## config.mk

```make
export PLATFORM = sky130hd
export DESIGN_NAME = pwr_seq_ctrl
export DESIGN_NICKNAME = d
export VERILOG_FILES = /design/src/rtl/pwr_seq_pkg.sv /design/src/rtl/pwr_seq_filter.sv /design/src/rtl/pwr_seq_thermal.sv /design/src/rtl/pwr_seq_softstart.sv /design/src/rtl/pwr_seq_ctrl.sv
export SDC_FILE = /design/constraint.sdc
export NUM_CORES = 1
export LEC_CHECK = 0
export ABC_AREA = 0
export BUFFER_PORTS_ARGS = -buffer_cell sky130_fd_sc_hd__buf_2
export CAP_MARGIN = 25
export CORE_MARGIN = 2
export CORE_UTILIZATION = 50
export DETAILED_ROUTE_END_ITERATION = 10
export GPL_TIMING_DRIVEN = 0
export PLACE_DENSITY = 0.73
export SETUP_SLACK_MARGIN = 0.02
export SLEW_MARGIN = 25
export SYNTH_ARGS = -nofsm -noshare
export SYNTH_HDL_FRONTEND = slang
export SYNTH_SLANG_ARGS = --single-unit
```

## constraint.sdc

```tcl
create_clock -name clk -period 2.7 [get_ports clk]
set_input_delay 0.54 -clock clk [delete_from_list [all_inputs] [get_ports clk]]
set_output_delay 0.54 -clock clk [all_outputs]
set_load 0.02 [all_outputs]
```

## src/rtl/pwr_seq_pkg.sv

```systemverilog
package pwr_seq_pkg;

    typedef enum logic [1:0] {
        ST_OFF  = 2'd0,
        ST_RAMP = 2'd1,
        ST_GOOD = 2'd2
    } seq_state_e;

    localparam int MON_N      = 4;
    localparam int MON_ENCMP  = 0;
    localparam int MON_SUPPLY = 1;
    localparam int MON_THERM  = 2;
    localparam int MON_CURR   = 3;

    localparam int IN_EN  = 0;
    localparam int IN_SUP = 1;
    localparam int IN_OCP = 2;
    localparam int IN_N   = 3;

    typedef struct packed {
        logic therm;
        logic ocp;
        logic uvlo;
    } fault_t;

    function automatic int celsius_to_code(input int celsius, input int ofs);
        return celsius + ofs;
    endfunction

    function automatic logic fault_any(input fault_t f);
        return f.therm | f.ocp | f.uvlo;
    endfunction

endpackage

```

## src/rtl/pwr_seq_filter.sv

```systemverilog
module pwr_seq_filter #(
    parameter int SYNC_N  = 2,
    parameter int DEB_CYC = 4
) (
    input  logic clk,
    input  logic rst,
    input  logic din,
    output logic dout
);
    localparam int CNT_W = $clog2(DEB_CYC + 1);
    localparam logic [CNT_W-1:0] CNT_LAST = CNT_W'(DEB_CYC - 1);

    logic [SYNC_N-1:0] sync_sh;
    logic              s_lvl;
    logic [CNT_W-1:0]  cnt;

    always_ff @(posedge clk) begin
        if (rst) sync_sh <= '0;
        else     sync_sh <= {sync_sh[SYNC_N-2:0], din};
    end

    assign s_lvl = sync_sh[SYNC_N-1];

    always_ff @(posedge clk) begin
        if (rst) begin
            dout <= 1'b0;
            cnt  <= '0;
        end else if (s_lvl == dout) begin
            cnt <= '0;
        end else if (cnt == CNT_LAST) begin
            dout <= s_lvl;
            cnt  <= '0;
        end else begin
            cnt <= cnt + 1'b1;
        end
    end

    // the filtered level only moves after a full stable window
    p_deb_window_r1: assert property (@(posedge clk) disable iff (rst)
        (dout != $past(dout)) |-> ($past(cnt) == CNT_LAST));

endmodule

```

## src/rtl/pwr_seq_thermal.sv

```systemverilog
module pwr_seq_thermal #(
    parameter int TEMP_W    = 8,
    parameter int TRIP_CODE = 209,
    parameter int CLR_CODE  = 189
) (
    input  logic              clk,
    input  logic              rst,
    input  logic              en,
    input  logic [TEMP_W-1:0] temp_code,
    output logic              tsd
);
    localparam logic [TEMP_W-1:0] TRIP_V = TEMP_W'(TRIP_CODE);
    localparam logic [TEMP_W-1:0] CLR_V  = TEMP_W'(CLR_CODE);

    logic [TEMP_W-1:0] temp_q;
    logic              en_q;

    // sensor sample is gated off while disabled
    always_ff @(posedge clk) begin
        if (rst) begin
            temp_q <= '0;
            en_q   <= 1'b0;
        end else begin
            temp_q <= en ? temp_code : '0;
            en_q   <= en;
        end
    end

    always_ff @(posedge clk) begin
        if (rst || !en || !en_q) begin
            tsd <= 1'b0;
        end else if (!tsd && (temp_q >= TRIP_V)) begin
            tsd <= 1'b1;
        end else if (tsd && (temp_q <= CLR_V)) begin
            tsd <= 1'b0;
        end
    end

    // no thermal fault while disabled
    p_tsd_disabled_r7: assert property (@(posedge clk) disable iff (rst)
        !en |=> !tsd);

    // inside the hysteresis band the trip is held
    p_tsd_hyst_r6: assert property (@(posedge clk) disable iff (rst)
        (tsd && en && (temp_q > CLR_V)) |=> tsd);

endmodule

```

## src/rtl/pwr_seq_softstart.sv

```systemverilog
module pwr_seq_softstart
    import pwr_seq_pkg::*;
#(
    parameter int RAMP_W   = 5,
    parameter int STEP_DIV = 3
) (
    input  logic              clk,
    input  logic              rst,
    input  logic              fault,
    output logic [RAMP_W-1:0] ramp,
    output logic              out_on,
    output logic              out_good
);
    localparam int PRE_W = (STEP_DIV > 1) ? $clog2(STEP_DIV) : 1;
    localparam logic [PRE_W-1:0]  PRE_LAST  = PRE_W'(STEP_DIV - 1);
    localparam logic [RAMP_W-1:0] RAMP_MAX  = {RAMP_W{1'b1}};
    localparam logic [RAMP_W-1:0] RAMP_NEAR = RAMP_MAX - 1'b1;

    seq_state_e       state;
    logic [PRE_W-1:0] pre;

    always_ff @(posedge clk) begin
        if (rst || fault) begin
            state <= ST_OFF;
            ramp  <= '0;
            pre   <= '0;
        end else begin
            unique case (state)
                ST_OFF: begin
                    state <= ST_RAMP;
                    ramp  <= '0;
                    pre   <= '0;
                end
                ST_RAMP: begin
                    if (pre == PRE_LAST) begin
                        pre  <= '0;
                        ramp <= ramp + 1'b1;
                        if (ramp == RAMP_NEAR) state <= ST_GOOD;
                    end else begin
                        pre <= pre + 1'b1;
                    end
                end
                ST_GOOD: begin
                    state <= ST_GOOD;
                end
                default: begin
                    state <= ST_OFF;
                    ramp  <= '0;
                    pre   <= '0;
                end
            endcase
        end
    end

    assign out_on   = (state != ST_OFF);
    assign out_good = (state == ST_GOOD);

    // every start begins at the bottom of the ramp
    p_ramp_from_zero_r4: assert property (@(posedge clk) disable iff (rst)
        $rose(out_on) |-> (ramp == '0));

    // good is only reported at full scale
    p_good_full_r4: assert property (@(posedge clk) disable iff (rst)
        out_good |-> (ramp == RAMP_MAX));

    // the ramp never falls while the switches stay on
    p_ramp_mono_r4: assert property (@(posedge clk) disable iff (rst)
        (out_on && $past(out_on)) |-> (ramp >= $past(ramp)));

    // a fault clears both the switches and the ramp
    p_fault_clear_r9: assert property (@(posedge clk) disable iff (rst)
        fault |=> (!out_on && (ramp == '0)));

endmodule

```

## src/rtl/pwr_seq_ctrl.sv

```systemverilog
module pwr_seq_ctrl
    import pwr_seq_pkg::*;
#(
    parameter int SYNC_N   = 2,
    parameter int DEB_CYC  = 4,
    parameter int RAMP_W   = 5,
    parameter int STEP_DIV = 3,
    parameter int TEMP_W   = 8,
    parameter int TEMP_OFS = 64,
    parameter int TRIP_C   = 145,
    parameter int HYST_C   = 20
) (
    input  logic              clk,
    input  logic              rst,
    input  logic              en_raw,
    input  logic              supply_ok_raw,
    input  logic              ocp_raw,
    input  logic [TEMP_W-1:0] temp_code,
    output logic [3:0]        mon_en,
    output logic              por_ready,
    output logic              out_on,
    output logic [RAMP_W-1:0] ramp,
    output logic              out_good,
    output logic [2:0]        flt_vec
);
    localparam int TRIP_CODE = celsius_to_code(TRIP_C, TEMP_OFS);
    localparam int CLR_CODE  = celsius_to_code(TRIP_C - HYST_C, TEMP_OFS);

    logic [IN_N-1:0] raw_vec;
    logic [IN_N-1:0] flt_in;
    logic            en_d;
    logic            sup_d;
    logic            ocp_d;
    logic            tsd;
    logic            ocp_act;
    fault_t          flt;

    assign raw_vec[IN_EN]  = en_raw;
    assign raw_vec[IN_SUP] = supply_ok_raw;
    assign raw_vec[IN_OCP] = ocp_raw;

    for (genvar g = 0; g < IN_N; g++) begin : g_filt
        pwr_seq_filter #(
            .SYNC_N (SYNC_N),
            .DEB_CYC(DEB_CYC)
        ) i_filt (
            .clk (clk),
            .rst (rst),
            .din (raw_vec[g]),
            .dout(flt_in[g])
        );
    end

    assign en_d  = flt_in[IN_EN];
    assign sup_d = flt_in[IN_SUP];
    assign ocp_d = flt_in[IN_OCP];

    // monitor power gating: enable comparator always on
    for (genvar m = 0; m < MON_N; m++) begin : g_mon
        if (m == MON_ENCMP) begin : g_keep
            assign mon_en[m] = 1'b1;
        end else begin : g_gate
            assign mon_en[m] = en_d;
        end
    end

    always_ff @(posedge clk) begin
        if (rst) por_ready <= 1'b0;
        else     por_ready <= en_d & sup_d;
    end

    pwr_seq_thermal #(
        .TEMP_W   (TEMP_W),
        .TRIP_CODE(TRIP_CODE),
        .CLR_CODE (CLR_CODE)
    ) i_therm (
        .clk      (clk),
        .rst      (rst),
        .en       (en_d),
        .temp_code(temp_code),
        .tsd      (tsd)
    );

    assign ocp_act   = ocp_d & en_d;
    assign flt.uvlo  = ~por_ready;
    assign flt.ocp   = ocp_act;
    assign flt.therm = tsd;
    assign flt_vec   = flt;

    pwr_seq_softstart #(
        .RAMP_W  (RAMP_W),
        .STEP_DIV(STEP_DIV)
    ) i_ss (
        .clk     (clk),
        .rst     (rst),
        .fault   (fault_any(flt)),
        .ramp    (ramp),
        .out_on  (out_on),
        .out_good(out_good)
    );

    // without ready the switches are open on the next cycle
    p_uvlo_off_r2: assert property (@(posedge clk) disable iff (rst)
        !por_ready |=> !out_on);

    // an active current limit opens the switches
    p_ocp_off_r8: assert property (@(posedge clk) disable iff (rst)
        ocp_act |=> !out_on);

    // a gated supply monitor can never yield ready
    p_gate_no_ready_r3: assert property (@(posedge clk) disable iff (rst)
        !mon_en[MON_SUPPLY] |=> !por_ready);

    // a thermal trip keeps the stage from reporting good
    p_therm_no_good_r5: assert property (@(posedge clk) disable iff (rst)
        tsd |=> !out_good);

endmodule

```

==> summary.txt <==
Run status
  • Status: completed

Clocking
  • # H-tree levels: 2
  • Clock latency on the worst-skew pair: 0.33 ns
  • CTS tree: built
  • CTS Buffer Depth: 2
  • Number of clock sinks: 38
  • Cts bufs inserted: 5
  • Clock Tree Root: clkbuf_4
  • Reg clk slew, reported paths: 0.10 ns
  • Hold_buf cts: 0
  • CTS resizes: 0
  • Number of setup buffers added after CTS: 0

Die
  • Core Region: 0.00281 mm^2
  • Ports: 28
  • Die Footprint: 0.00348 mm^2
  • # rows: 19
  • Chip Width: 59.0 um
  • Initial core utilization: 0.540
  • Die height: 59.0 um

Synth
  • Synth async-reset ratio: 0
  • Post-Synthesis Mean Instance Area: 9.96 um^2
  • Top FF cell, synth: dfxtp_1
  • Post-Syn Instances: 152
  • Dominant cells by area after synthesis: dfxtp_1 50%, ha_1 9.9%, nor2_1 4.2%, and2_1 3.7%, mux2i_1 3.3%
  • Synthesized area: 0.00151 mm^2
  • Most instantiated library cell after synthesis: dfxtp_1
  • Sequential share of the synthesized area: 0.502
  • Commonest cells in the netlist: 38 x dfxtp_1, 17 x nor2_1, 12 x ha_1
  • Synth warnings: 0
  • Post-synth EDFFs: 0
  • Cell taking the most area after synthesis: dfxtp_1
  • Yosys top cell area share: 0.502
  • Distinct cell type count of the synthesized netlist: 32
  • Seq cells post-synth: 38
  • Mapped Nets: 177

STA
  • Fin. Hold Viols: 0
  • Final setup TNS: 0 ns
  • Fin crit period: 1.89 ns
  • # setup viols final: 0
  • Slew Limit Fails: 0
  • Tcrit/Tclk final: 0.699
  • Max Clk Rate: 0.530 GHz
  • Layout Skew: 0.00258 ns
  • RSZ-0062 raised after global routing: no

Drt
  • DR vias: 1083
  • Final WL: 2370 um
  • DRT iter0 DRCs: 49
  • Drt first pass iters: 5
  • DRT antenna net count: 0
  • Residual DRC: 0
  • Drt wl/cell: 10.9 um
  • Via/cell ratio: 4.99

Final layout
  • Final net count: 210
  • # fillers: 254
  • Final design utilization: 0.621
  • Layout cells sized above 1: 0.237
  • N_diodes: 0
  • Area growth, synth to finish: 15.1%

Power
  • Leakage: 0.769 nW
  • Pwr Density: 505 mW/mm^2
  • IR drop worst, VDD: 0.447 mV

Worst setup path
  • Kind of critical path: register to output port
  • Crit Path Max Fanout: 8
  • Data arrival time of the worst path: 1.35 ns
  • Req. time, crit path: 2.16 ns
  • Cells along the critical path: inv_1, ha_1, buf_2
  • Endpoint class of the critical path: output port
  • Critical Path Max Stage Delay: 0.34 ns
  • Buf+Inv Stages, Crit Path: 2
  • Crit-path leading delay family: flip-flops
  • Worst setup SP type: register
  • Critical-path top delay cell: dfxtp_1

Job
  • Max_cap viols: 0

Global route
  • First-pass GRT wire length: 4080 um
  • Pin count of the biggest net entering global routing: 12
  • GRT Resource Usage Total: 0.161
  • Vias in the first global route: 1043
  • Global route total overflow: 0
  • Antenna violations before repair: 0

Placed design
  • RD Place Congestion: 0.835
  • Number of buffers added on ports: 26
  • Dpl hpwl: 1850 um

Min path
  • Worst min path class: input pin to register
-- cells by family (layout without fill, tap and decap cells) --
logic type                 after synthesis  in the layout  share of synthesized area
adders and majority gates               12             12                     0.0992
other                                    1              1                    0.00248
xor gates and xnor gates                 3              3                     0.0174
and+or+nand+nor                         58             58                      0.217
muxes                                    5              5                     0.0331
buffers and inverters                   20             54                     0.0694
AOI/OAI and AO/OA                       15             15                     0.0595
DFF                                     38             38                      0.502
-- sequential cells by signal, indices dropped and copies added, names as in the netlist --
name	count
i_therm.temp_q	8
i_therm.tsd	1
i_ss.pre	2
g_filt.i_filt.sync_sh	6
g_filt.i_filt.dout	3
por_ready	1
i_therm.en_q	1
i_ss.ramp	5
i_ss.state	2
g_filt.i_filt.cnt	9
-- through the flow --
stage          setup slack [ns]  instance area [um^2]  total power, mW  std cells  hold slack [ns]
6_report                  0.812                  1740            0.881        217            0.400
5_1_grt                   0.698                  1740            0.923        217            0.374
4_1_cts                   0.791                  1740            0.895        217            0.386
3_5_place_dp               1.03                  1680            0.602        209            0.413
3_3_place_gp               1.12                  1680            0.601        209            0.406
2_1_floorplan              1.10                  1510            0.591        152            0.399
-- power by group --
group	internal, mW	leakage (nW)	switching (mW)	total, mW
clock network	0.126	0.0353	0.166	0.292
registers	0.566	0.307	0.00235	0.568
logic	0.0119	0.426	0.00878	0.0207
-- layer usage --
metal  up-vias  routed length, um  global-route usage
met3         7                146              0.0764
met5         -                  0                   0
met2        27               1200               0.287
met1       485                978               0.159
li1        564                  -                   -
met4         0                 42              0.0682
-- cell type report --
| cell class | count | area [um^2] | area share |
|---|---|---|---|
| inverter | 11 | 41.3 | 0.0237 |
| clock inverter | 1 | 5.00 | 0.00287 |
| multi-input combinational | 94 | 648 | 0.372 |
| buffer | 9 | 63.8 | 0.0366 |
| tap | 31 | 38.8 | 0.0223 |
| clock buffer | 7 | 55.1 | 0.0316 |
| timing repair buffer | 26 | 130 | 0.0747 |
| sequential | 38 | 761 | 0.436 |
-- cell usage in the layout (no fill, tap or decap), types with 2 or more instances in the layout --
cell type and n:
nand2_1 4, clkbuf_1 3, ha_1 12, a21o_1 2, buf_4 6, clkbuf_4 5
a31oi_1 2, nor2b_1 7, or4_1 3, o21ai_0 2, nand3_1 2, buf_2 26
xnor2_1 3, or3_1 4, inv_1 11, nor2_1 17, nor3_1 4, and2_1 9
dfxtp_1 38, a21oi_1 6, mux2i_1 5
-- path summary, 6_finish.rpt --
kind	startpoint	to	slack [ns]	cells after the start
setup reg to reg	i_ss.state[0]	i_ss.ramp[4]	1.00	5
setup / recovery	i_ss.state[0]	out_good	0.81	3
hold reg to reg	g_filt[0].i_filt.cnt[0]	g_filt[0].i_filt.cnt[0]	0.43	1
hold / removal	temp_code[7]	i_therm.temp_q[7]	0.40	2
Power figures use the tool's default switching activity.
